[src/rtl/voq_pkg.sv]
package voq_pkg;
  localparam int unsigned VOQ_MAX_DEST = 16;
  localparam int unsigned VOQ_SEL_W    = $clog2(VOQ_MAX_DEST);
  localparam int unsigned VOQ_HANDLE_W = 12;
  localparam int unsigned VOQ_LEN_W    = 14;

  typedef struct packed {
    logic [VOQ_HANDLE_W-1:0] handle;
    logic [VOQ_LEN_W-1:0]    len;
  } voq_desc_t;

  // strobes from control to datapath, one bit per lane
  typedef struct packed {
    logic [VOQ_MAX_DEST-1:0] pushMask;
    logic [VOQ_MAX_DEST-1:0] popMask;
    logic [VOQ_MAX_DEST-1:0] dropMask;
    logic [VOQ_SEL_W-1:0]    sel;
  } voq_strobe_t;
endpackage

[src/rtl/voq_lanes.sv]
module voq_lanes
  import voq_pkg::*;
#(
  parameter int unsigned NUM_DEST = 4,
  parameter int unsigned DEPTH    = 4,
  parameter int unsigned DROP_W   = 8,
  localparam int unsigned DW = (NUM_DEST > 1) ? $clog2(NUM_DEST) : 1
) (
  input  logic                       clk,
  input  logic                       rst_n,
  input  voq_strobe_t                strobe,
  input  voq_desc_t                  inDesc,
  output logic [NUM_DEST-1:0]        laneEmpty,
  output logic [NUM_DEST-1:0]        laneFull,
  output voq_desc_t                  grantDesc,
  output logic [NUM_DEST*DROP_W-1:0] dropCount
);
  localparam int unsigned PW = (DEPTH > 1) ? $clog2(DEPTH) : 1;
  localparam int unsigned CW = $clog2(DEPTH + 1);

  voq_desc_t heads [NUM_DEST];

  for (genvar g = 0; g < NUM_DEST; g++) begin : gLane
    voq_desc_t         mem [DEPTH];
    logic [PW-1:0]     rdPtr;
    logic [PW-1:0]     wrPtr;
    logic [CW-1:0]     cnt;
    logic [DROP_W-1:0] drops;
    logic              doPush;
    logic              doPop;

    assign doPush = strobe.pushMask[g];
    assign doPop  = strobe.popMask[g];

    always_ff @(posedge clk or negedge rst_n) begin
      if (!rst_n) begin
        rdPtr <= '0;
        wrPtr <= '0;
        cnt   <= '0;
        drops <= '0;
      end else begin
        if (doPush) wrPtr <= (wrPtr == PW'(DEPTH - 1)) ? '0 : wrPtr + 1'b1;
        if (doPop)  rdPtr <= (rdPtr == PW'(DEPTH - 1)) ? '0 : rdPtr + 1'b1;
        cnt <= cnt + CW'(doPush) - CW'(doPop);
        if (strobe.dropMask[g] && (drops != '1)) drops <= drops + 1'b1;
      end
    end

    always_ff @(posedge clk) begin
      if (doPush) mem[wrPtr] <= inDesc;
    end

    assign laneEmpty[g] = (cnt == '0);
    assign laneFull[g]  = (cnt == CW'(DEPTH));
    assign heads[g]     = mem[rdPtr];
    assign dropCount[g*DROP_W +: DROP_W] = drops;
  end

  assign grantDesc = heads[strobe.sel[DW-1:0]];
endmodule

[src/rtl/voq_ctrl.sv]
module voq_ctrl
  import voq_pkg::*;
#(
  parameter int unsigned NUM_DEST = 4,
  localparam int unsigned DW = (NUM_DEST > 1) ? $clog2(NUM_DEST) : 1
) (
  input  logic                clk,
  input  logic                rst_n,
  input  logic                inValid,
  input  logic [DW-1:0]       inDest,
  input  logic [NUM_DEST-1:0] outReady,
  input  logic [NUM_DEST-1:0] laneEmpty,
  input  logic [NUM_DEST-1:0] laneFull,
  output voq_strobe_t         strobe,
  output logic                grantValid
);
  logic [DW-1:0]       lastGrant;
  logic [DW-1:0]       pick;
  logic                found;
  logic [NUM_DEST-1:0] eligible;

  assign eligible = ~laneEmpty & outReady;

  // rotating search beginning just after the last granted lane
  always_comb begin
    found = 1'b0;
    pick  = '0;
    for (int k = 1; k <= NUM_DEST; k++) begin
      int unsigned idx;
      idx = (int'(lastGrant) + k) % NUM_DEST;
      if (!found && eligible[idx]) begin
        found = 1'b1;
        pick  = DW'(idx);
      end
    end
  end

  always_comb begin
    strobe      = '0;
    strobe.sel  = VOQ_SEL_W'(pick);
    strobe.popMask[pick] = found;
    strobe.pushMask[inDest] = inValid && !laneFull[inDest];
    strobe.dropMask[inDest] = inValid &&  laneFull[inDest];
  end

  assign grantValid = found;

  always_ff @(posedge clk or negedge rst_n) begin
    if (!rst_n)     lastGrant <= DW'(NUM_DEST - 1);
    else if (found) lastGrant <= pick;
  end
endmodule

[src/rtl/voq_sched.sv]
module voq_sched
  import voq_pkg::*;
#(
  parameter int unsigned NUM_DEST = 4,
  parameter int unsigned DEPTH    = 4,
  parameter int unsigned DROP_W   = 8,
  localparam int unsigned DW = (NUM_DEST > 1) ? $clog2(NUM_DEST) : 1
) (
  input  logic                       clk,
  input  logic                       rst_n,
  input  logic                       inValid,
  input  logic [DW-1:0]              inDest,
  input  logic [VOQ_HANDLE_W-1:0]    inHandle,
  input  logic [VOQ_LEN_W-1:0]       inLen,
  input  logic [NUM_DEST-1:0]        outReady,
  output logic                       grantValid,
  output logic [DW-1:0]              grantDest,
  output logic [VOQ_HANDLE_W-1:0]    grantHandle,
  output logic [VOQ_LEN_W-1:0]       grantLen,
  output logic [NUM_DEST*DROP_W-1:0] dropCount
);
  voq_strobe_t         strobe;
  voq_desc_t           inDesc;
  voq_desc_t           grantDesc;
  logic [NUM_DEST-1:0] laneEmpty;
  logic [NUM_DEST-1:0] laneFull;

  assign inDesc.handle = inHandle;
  assign inDesc.len    = inLen;

  voq_ctrl #(.NUM_DEST(NUM_DEST)) ctrl_i (
    .clk(clk), .rst_n(rst_n), .inValid(inValid), .inDest(inDest),
    .outReady(outReady), .laneEmpty(laneEmpty), .laneFull(laneFull),
    .strobe(strobe), .grantValid(grantValid)
  );

  voq_lanes #(.NUM_DEST(NUM_DEST), .DEPTH(DEPTH), .DROP_W(DROP_W)) lanes_i (
    .clk(clk), .rst_n(rst_n), .strobe(strobe), .inDesc(inDesc),
    .laneEmpty(laneEmpty), .laneFull(laneFull), .grantDesc(grantDesc),
    .dropCount(dropCount)
  );

  assign grantDest   = strobe.sel[DW-1:0];
  assign grantHandle = grantDesc.handle;
  assign grantLen    = grantDesc.len;
endmodule

[config.mk]
export PLATFORM = sky130hd
export DESIGN_NAME = voq_sched
export DESIGN_NICKNAME = d
export VERILOG_FILES = /design/src/rtl/voq_pkg.sv /design/src/rtl/voq_lanes.sv /design/src/rtl/voq_ctrl.sv /design/src/rtl/voq_sched.sv
export SDC_FILE = /design/constraint.sdc
export NUM_CORES = 1
export LEC_CHECK = 0
export ABC_AREA = 0
export BUFFER_PORTS_ARGS = -buffer_cell sky130_fd_sc_hd__buf_2
export CAP_MARGIN = 5
export CORE_UTILIZATION = 35
export DETAILED_ROUTE_END_ITERATION = 12
export PLACE_DENSITY = 0.48
export RECOVER_POWER = 100
export REMOVE_ABC_BUFFERS = 1
export SYNTH_ARGS = -nofsm -noshare
export SYNTH_HDL_FRONTEND = slang
export SYNTH_SLANG_ARGS = --single-unit
export TNS_END_PERCENT = 1
[constraint.sdc]
create_clock -name clk -period 3.8 [get_ports clk]
set_input_delay 0.76 -clock clk [delete_from_list [all_inputs] [get_ports clk]]
set_output_delay 0.76 -clock clk [all_outputs]
set_load 0.05 [all_outputs]
### Word-level counts from Yosys, hierarchy flattened

Memories as Yosys holds them, arrays and structs flattened.
Cells that the tools add are included.

* memories kept: 4
* logic and storage cells: 137
* output and inout bits: 61
* input port bits: 35
* bits in writable memories: 416
* bits in registers: 62

* magnitude comparators: 10
* $add $sub $neg: 24
* reduce and logical (&&, ||, !) cells: 19
* mux-type cells: 41
* bitwise gates (word level): 6
* equal/unequal tests: 16

Memory list
* lanes_i.gLane[0].mem: depth 4, bits a word 26, rd ports 1, clocked after Yosys merged registers in 0, wr ports 1, RTL line voq_lanes.sv:24 `voq_desc_t mem [DEPTH];`
* lanes_i.gLane[1].mem: depth 4, bits a word 26, rd ports 1, clocked after Yosys merged registers in 0, wr ports 1, RTL line voq_lanes.sv:24
* lanes_i.gLane[2].mem: depth 4, bits a word 26, rd ports 1, clocked after Yosys merged registers in 0, wr ports 1, RTL line voq_lanes.sv:24
* lanes_i.gLane[3].mem: depth 4, bits a word 26, rd ports 1, clocked after Yosys merged registers in 0, wr ports 1, RTL line voq_lanes.sv:24

Operators by type and width (number)
* binary-select mux 26 bit (select 2 bit): 1
* two-way mux 26 bit: 2
* adder 8 x 1 -> 8 bit, second input constant: 4
* != test 8 bit, second input constant: 4
* two-way mux 2 bit: 12
* adder 2 x 1 -> 2 bit, second input constant: 10
* two-way mux 1 bit: 19
* AND 4 bit: 4
* == test 2 bit, second input constant: 8
* < comparator 2 x 3 -> 1 bit, second input constant: 5
* adder 3 x 1 -> 3 bit: 4
* == test 3 bit, second input constant: 4
* logical NOT 3 bit: 4
* subtractor 3 x 1 -> 3 bit: 4
* logical AND 1 bit: 11
* binary-select mux 1 bit (select 2 bit): 5
* < comparator 2 x 5 -> 1 bit, second input constant: 2
* adder 2 bit, second input constant: 2
* demux 1 bit (select 2 bit): 2
* greater-or-equal comparator 2 x 1 -> 1 bit, second input constant: 2
* logical NOT 1 bit: 4
* NOT 4 bit: 1
* greater-or-equal comparator 3 bit, second input constant: 1
* NOT 2 -> 3 bit: 1

### Depth between registers and ports, before layout

* depth in word-level cells: 21
* mapped depth: 12
* mapped depth without buffers: 12

### Modules after synthesis

From an unflattened synthesis, not the netlist that was laid out.

* cells, all modules: 1022
* area total of the unflattened synthesis: 19640.1 um^2

By module, submodules not included
* voq_lanes: times used 1, seq. area each 13993.4 um^2, area an instance 18939.4 um^2, cells each 925
* voq_ctrl: times used 1, seq. area each 52.6 um^2, area an instance 700.7 um^2, cells each 97

### Worst setup path after synthesis

Ideal clock, no wire load.

* path type: input to register
* from: input inDest[0]
* to: memory lanes_i.gLane[2].mem[3][0] in the netlist's numbering (enable)
* required time: 3.391 ns
* stages on the path: 7
* data arrival time: 3.060 ns
* setup slack: 0.331 ns
* library setup time: 0.409 ns
* path buffers: 2
* path through: buf_4 > nor4b_1 > a22oi_2 > nand2_1 > or4_1 > buf_2 > nor2_1

* longest elaborated chain between the ends: 7
* elaborated cells between the ends (all ways): 12
* those cells by class: 2 x order compare; 6 x mux; 1 x bitwise; 3 x reduce/logical

Ends and longest elaborated chain
* start: declaration: RTL line voq_sched.sv:12 `input logic [DW-1:0] inDest,`
* < comparator 2 x 5 -> 1 bit (implied by the code), or another cell as far along: RTL line voq_ctrl.sv:42 `strobe.pushMask[inDest] = inValid && !laneFull[inDest];`
* logical AND 1 bit / two-way mux 1 bit (equally long branches): RTL line voq_ctrl.sv:42
* two-way mux 1 bit (implied by the code) / logical NOT 1 bit (equally long branches): RTL line voq_ctrl.sv:42
* demux 1 bit (select 2 bit) / logical AND 1 bit (equally long branches)
* AND 4 bit (no line) *
* two-way mux 1 bit *: RTL line voq_lanes.sv:50 `if (doPush) mem[wrPtr] <= inDesc;`
* two-way mux 1 bit (implied by the code) *: RTL line voq_lanes.sv:50
* end: declaration: RTL line voq_lanes.sv:24

Mark *: on every way between the ends. The rest lies on a longest branch, timed or not. The select of a mux whose other input is x is not followed.

### Worst setup path after layout

* from: register lanes_i.gLane[1].cnt[2]
* to: output grantHandle[11]

* longest elaborated chain between the ends: 19
* elaborated cells between the ends (all ways): 28
* those cells by class: 18 x mux; 3 x bitwise; 7 x reduce/logical

Ends and longest elaborated chain
* start: declaration: RTL line voq_lanes.sv:27 `logic [CW-1:0] cnt;`
* start signal: assignment: RTL line voq_lanes.sv:44 `cnt <= cnt + CW'(doPush) - CW'(doPop);`
* logical NOT 3 bit *: RTL line voq_lanes.sv:53 `assign laneEmpty[g] = (cnt == '0);`
* NOT 4 bit *: RTL line voq_ctrl.sv:22 `assign eligible = ~laneEmpty & outReady;`
* AND 4 bit *: RTL line voq_ctrl.sv:22
* binary-select mux 1 bit (select 2 bit): RTL line voq_ctrl.sv:31 `if (!found && eligible[idx]) begin`
* two-way mux 1 bit (implied by the code): RTL line voq_ctrl.sv:31
* two-way mux 1 bit: RTL line voq_ctrl.sv:31
* logical NOT 1 bit: RTL line voq_ctrl.sv:31
* logical AND 1 bit: RTL line voq_ctrl.sv:31
* (+2 left out)
* logical AND 1 bit: RTL line voq_ctrl.sv:31
* two-way mux 1 bit: RTL line voq_ctrl.sv:31
* logical NOT 1 bit: RTL line voq_ctrl.sv:31
* logical AND 1 bit: RTL line voq_ctrl.sv:31
* two-way mux 2 bit *: RTL line voq_ctrl.sv:31
* NOT 2 -> 3 bit (implied by the code) *: RTL line voq_lanes.sv:59 `assign grantDesc = heads[strobe.sel[DW-1:0]];`
* binary-select mux 26 bit (select 2 bit) *: RTL line voq_lanes.sv:59
* two-way mux 26 bit (implied by the code) * (2 in series): RTL line voq_lanes.sv:59
* end: declaration: RTL line voq_sched.sv:18 `output logic [VOQ_HANDLE_W-1:0] grantHandle,`

Marks and branches as above.

==> impl_metrics.tcl <==
set metrics [dict create \
    use_met3_pct 3.263 \
    die_h_um 237.2 \
    grt_overflow 0 \
    routed_wl_um 42780 \
    cts_made_buffers 52 \
    setup_viol 0 \
    hold_buffers 0 \
    crit_path_max_fanout 10 \
    ys.flop_type "edfxtp_1" \
    cap_violations 1 \
    hold_violations 0 \
    dp_cells 1750 \
    synth_edf_count 416 \
    internal_power_w 0.01140 \
    io_pins 96 \
    powerDensity_nw_per_um2 788.2 \
    final_cells 1847 \
    switchingPower_w 0.006292 \
    drc 0 \
    crit_required_ns 3.04 \
    tightest_slew_ns 1.631 \
    place.gp.congestion 0.7328 \
    status "finished, violations left" \
    dp_slack_ns 0.3995 \
    postRouteAntennaNets 0 \
    use_met2_pct 23.90 \
    min_path_type "register to register" \
    io_buffers 95 \
    insertion_delay_ns 0.60 \
    routedWlPerCell_um 23.16 \
    p_leak_nw 7.787 \
    async_flop_share_pct 12.97 \
    yosysSeqAreaShare_pct 72.52 \
    skew_ns 0.02436 \
    hpwlAfterDp_um 24330 \
    grt_max_degree 63 \
    period_share_pct 95.65 \
    drt_pass1_iterations 4 \
    violations "capacitance limit, slew limit" \
    root_buffer "clkbuf_16" \
    grt_busiest_layer "met2" \
    die_x_um 237.2 \
    synth_warnings 0 \
    post-route-util_pct 41.38 \
    fin_ws_ns 0.1655 \
    first_global_vias 9787 \
    drt_first_iter_violations 639 \
    cts.sinks 478 \
    p_total_w 0.01769 \
    syn_area_sq_um 19370 \
    drt-vias-per-instance 5.048 \
    combPwrFrac_pct 33.8 \
    yosysUniqueCellTypes 48 \
    critical_path.endpoint_type "output port" \
    drv_slew 63 \
    htreeDepth 2 \
    crit_path_start_kind "register" \
    grt_use_total_pct 15.52 \
    coreArea_sq_um 54240 \
    avgSynthCellArea_sq_um 20.05 \
    arrival_ns 2.87 \
    final_nets 1181 \
    swShare_pct 35.57 \
    antenna_found_initial 4 \
    rows 85 \
    initial_core_util_pct 35.71 \
    syn_inst 966 \
    drive_above_1_share_pct 24.96 \
    slew_headroom_pct -8.713 \
    rsz0062_at_grt "no" \
    num_vias 9323 \
    fin_crit_ns 3.635 \
    clkTransAtPathRegs_ns 0.06 \
    critPathKind "register to output port" \
    clockPowerShare_pct 26.9 \
    grt_use_met1_pct 22.48 \
    area_growth_pct 15.89 \
    die_area_sq_um 56280 \
    timing.fmax_mhz 275.1 \
    ir_drop_v 0.0004210 \
    hold_ws_ns 0.4965 \
    seqPwrFrac_pct 39.3 \
    ys_seq_elements 478 \
    cts_buffer_depth 3 \
    cts_tree "yes" \
    grt_pass1_wl_um 64250 \
]
routing by layer:
layer / routed length (um) / vias to the layer above
li1: - / 4154
met1: 20060 / 4881
met2: 19650 / 216
met3: 2271 / 66
met4: 765 / 6
met5: 37 / -
power by group through the flow:
stage          Sequential (W)  Clock [W]  Combinational, W
2_1_floorplan         0.00708          0           0.00419
3_3_place_gp          0.00706          0           0.00612
3_5_place_dp          0.00707          0           0.00615
4_1_cts               0.00697    0.00489           0.00617
5_1_grt               0.00706    0.00509           0.00646
6_report              0.00695    0.00475           0.00599
state kept, by name (all words and copies together), names as in the netlist:
| name | flops |
|---|---|
| lanes_i.gLane.mem | 416 |
| lanes_i.gLane.drops | 32 |
| lanes_i.gLane.cnt | 12 |
| lanes_i.gLane.rdPtr | 8 |
| lanes_i.gLane.wrPtr | 8 |
| ctrl_i.lastGrant | 2 |
Yosys cell counts, types with 6 or more instances:
library cell	number	share of area [%]
clkbuf_1	15	0.29
nand2_1	14	0.27
mux4_2	104	12
and3_1	6	0.19
a21oi_1	7	0.18
dfrtp_1	60	7.8
xor2_1	7	0.32
mux2_2	20	1.2
nand4_1	7	0.23
edfxtp_1	416	64
buf_2	10	0.26
buf_4	9	0.35
nor2_1	24	0.47
inv_1	42	0.81
and2_1	12	0.39
ha_1	32	2.1
xnor2_1	26	1.2
mux2i_1	79	4.1
nand3_1	16	0.41
cells in the final DEF (no fill, tap or decap), types with 6 or more instances in the layout:
cell and instances:
edfxtp_1 416, mux4_2 104, clkbuf_1 81, mux2i_1 79
clkbuf_16 53, dfrtp_1 52, inv_1 42, ha_1 32
clkbuf_2 31, xnor2_1 26, mux2_2 20, nor2_1 18
nand3_1 16, clkinv_1 15, nand2_1 14, buf_2 14
clkinv_2 11, buf_12 9, a21oi_1 8, and2_2 8
xor2_1 7, nand4_1 7, dfrtp_2 7, and3_1 6
nor2_4 6
path summary, 6_finish.rpt:
kind,start,endpoint,slack (ns),cells after the start
worst max-delay path,lanes_i.gLane[1].cnt[2],grantHandle[11],0.17,8
worst min-delay path,lanes_i.gLane[2].drops[6],lanes_i.gLane[2].drops[6],0.50,1
worst max register to register,lanes_i.gLane[0].cnt[1],lanes_i.gLane[2].mem[2][18],0.47,6
worst min register to register,lanes_i.gLane[2].drops[6],lanes_i.gLane[2].drops[6],0.50,1
max in group asynchronous,rst_n,lanes_i.gLane[2].rdPtr[0],1.95,2
min in group asynchronous,rst_n,lanes_i.gLane[1].cnt[2],0.67,2
what timing repair did:
action,in CTS,in global routing
gates resized for setup,2,6
pin swaps,0,2
setup endpoints to repair,2,14
gates cloned,0,1
setup buffers,0,1
logic make-up after synthesis:
| logic type | Yosys count | synth area share [%] |
|---|---|---|
| flip-flops | 478 | 72.52 |
| AO/OA/AOI/OAI | 28 | 1.143 |
| buffers and inverters | 82 | 2.022 |
| AND/OR/NAND/NOR | 104 | 2.849 |
| XOR/XNOR | 33 | 1.492 |
| multiplexers | 205 | 17.49 |
| adder cells (fa/ha/maj) | 36 | 2.481 |
critical path, cell delays in order (launching register included):
cell and delay, ns:
dfrtp_1 0.40, o31a_1 0.39, mux2i_1 0.27, o221ai_4 0.17
buf_4 0.20, clkbuf_16 0.18, mux2i_1 0.12, mux2i_1 0.21
clkbuf_2 0.32
stage by stage:
| step | TNS [ns] | instance area, sq um |
|---|---|---|
| floorplan | -144.37 | 19130 |
| global placement | 0 | 21130 |
| detailed placement | 0 | 21130 |
| CTS | 0 | 22730 |
| global route | 0 | 22440 |
| finish | 0 | 22450 |
cell type report:
cell class / count / area (sq um)
clock buffers: 63 / 1343
diodes: 1 / 2.502
flip-flops and latches: 478 / 14060
multi-input cells: 406 / 5032
inverters: 42 / 157.7
well taps: 696 / 870.8
clock inverters: 31 / 251.5
fillers: 4888 / 31790
repair buffers: 130 / 730.7
No activity file was read; power rests on OpenSTA's default activity.
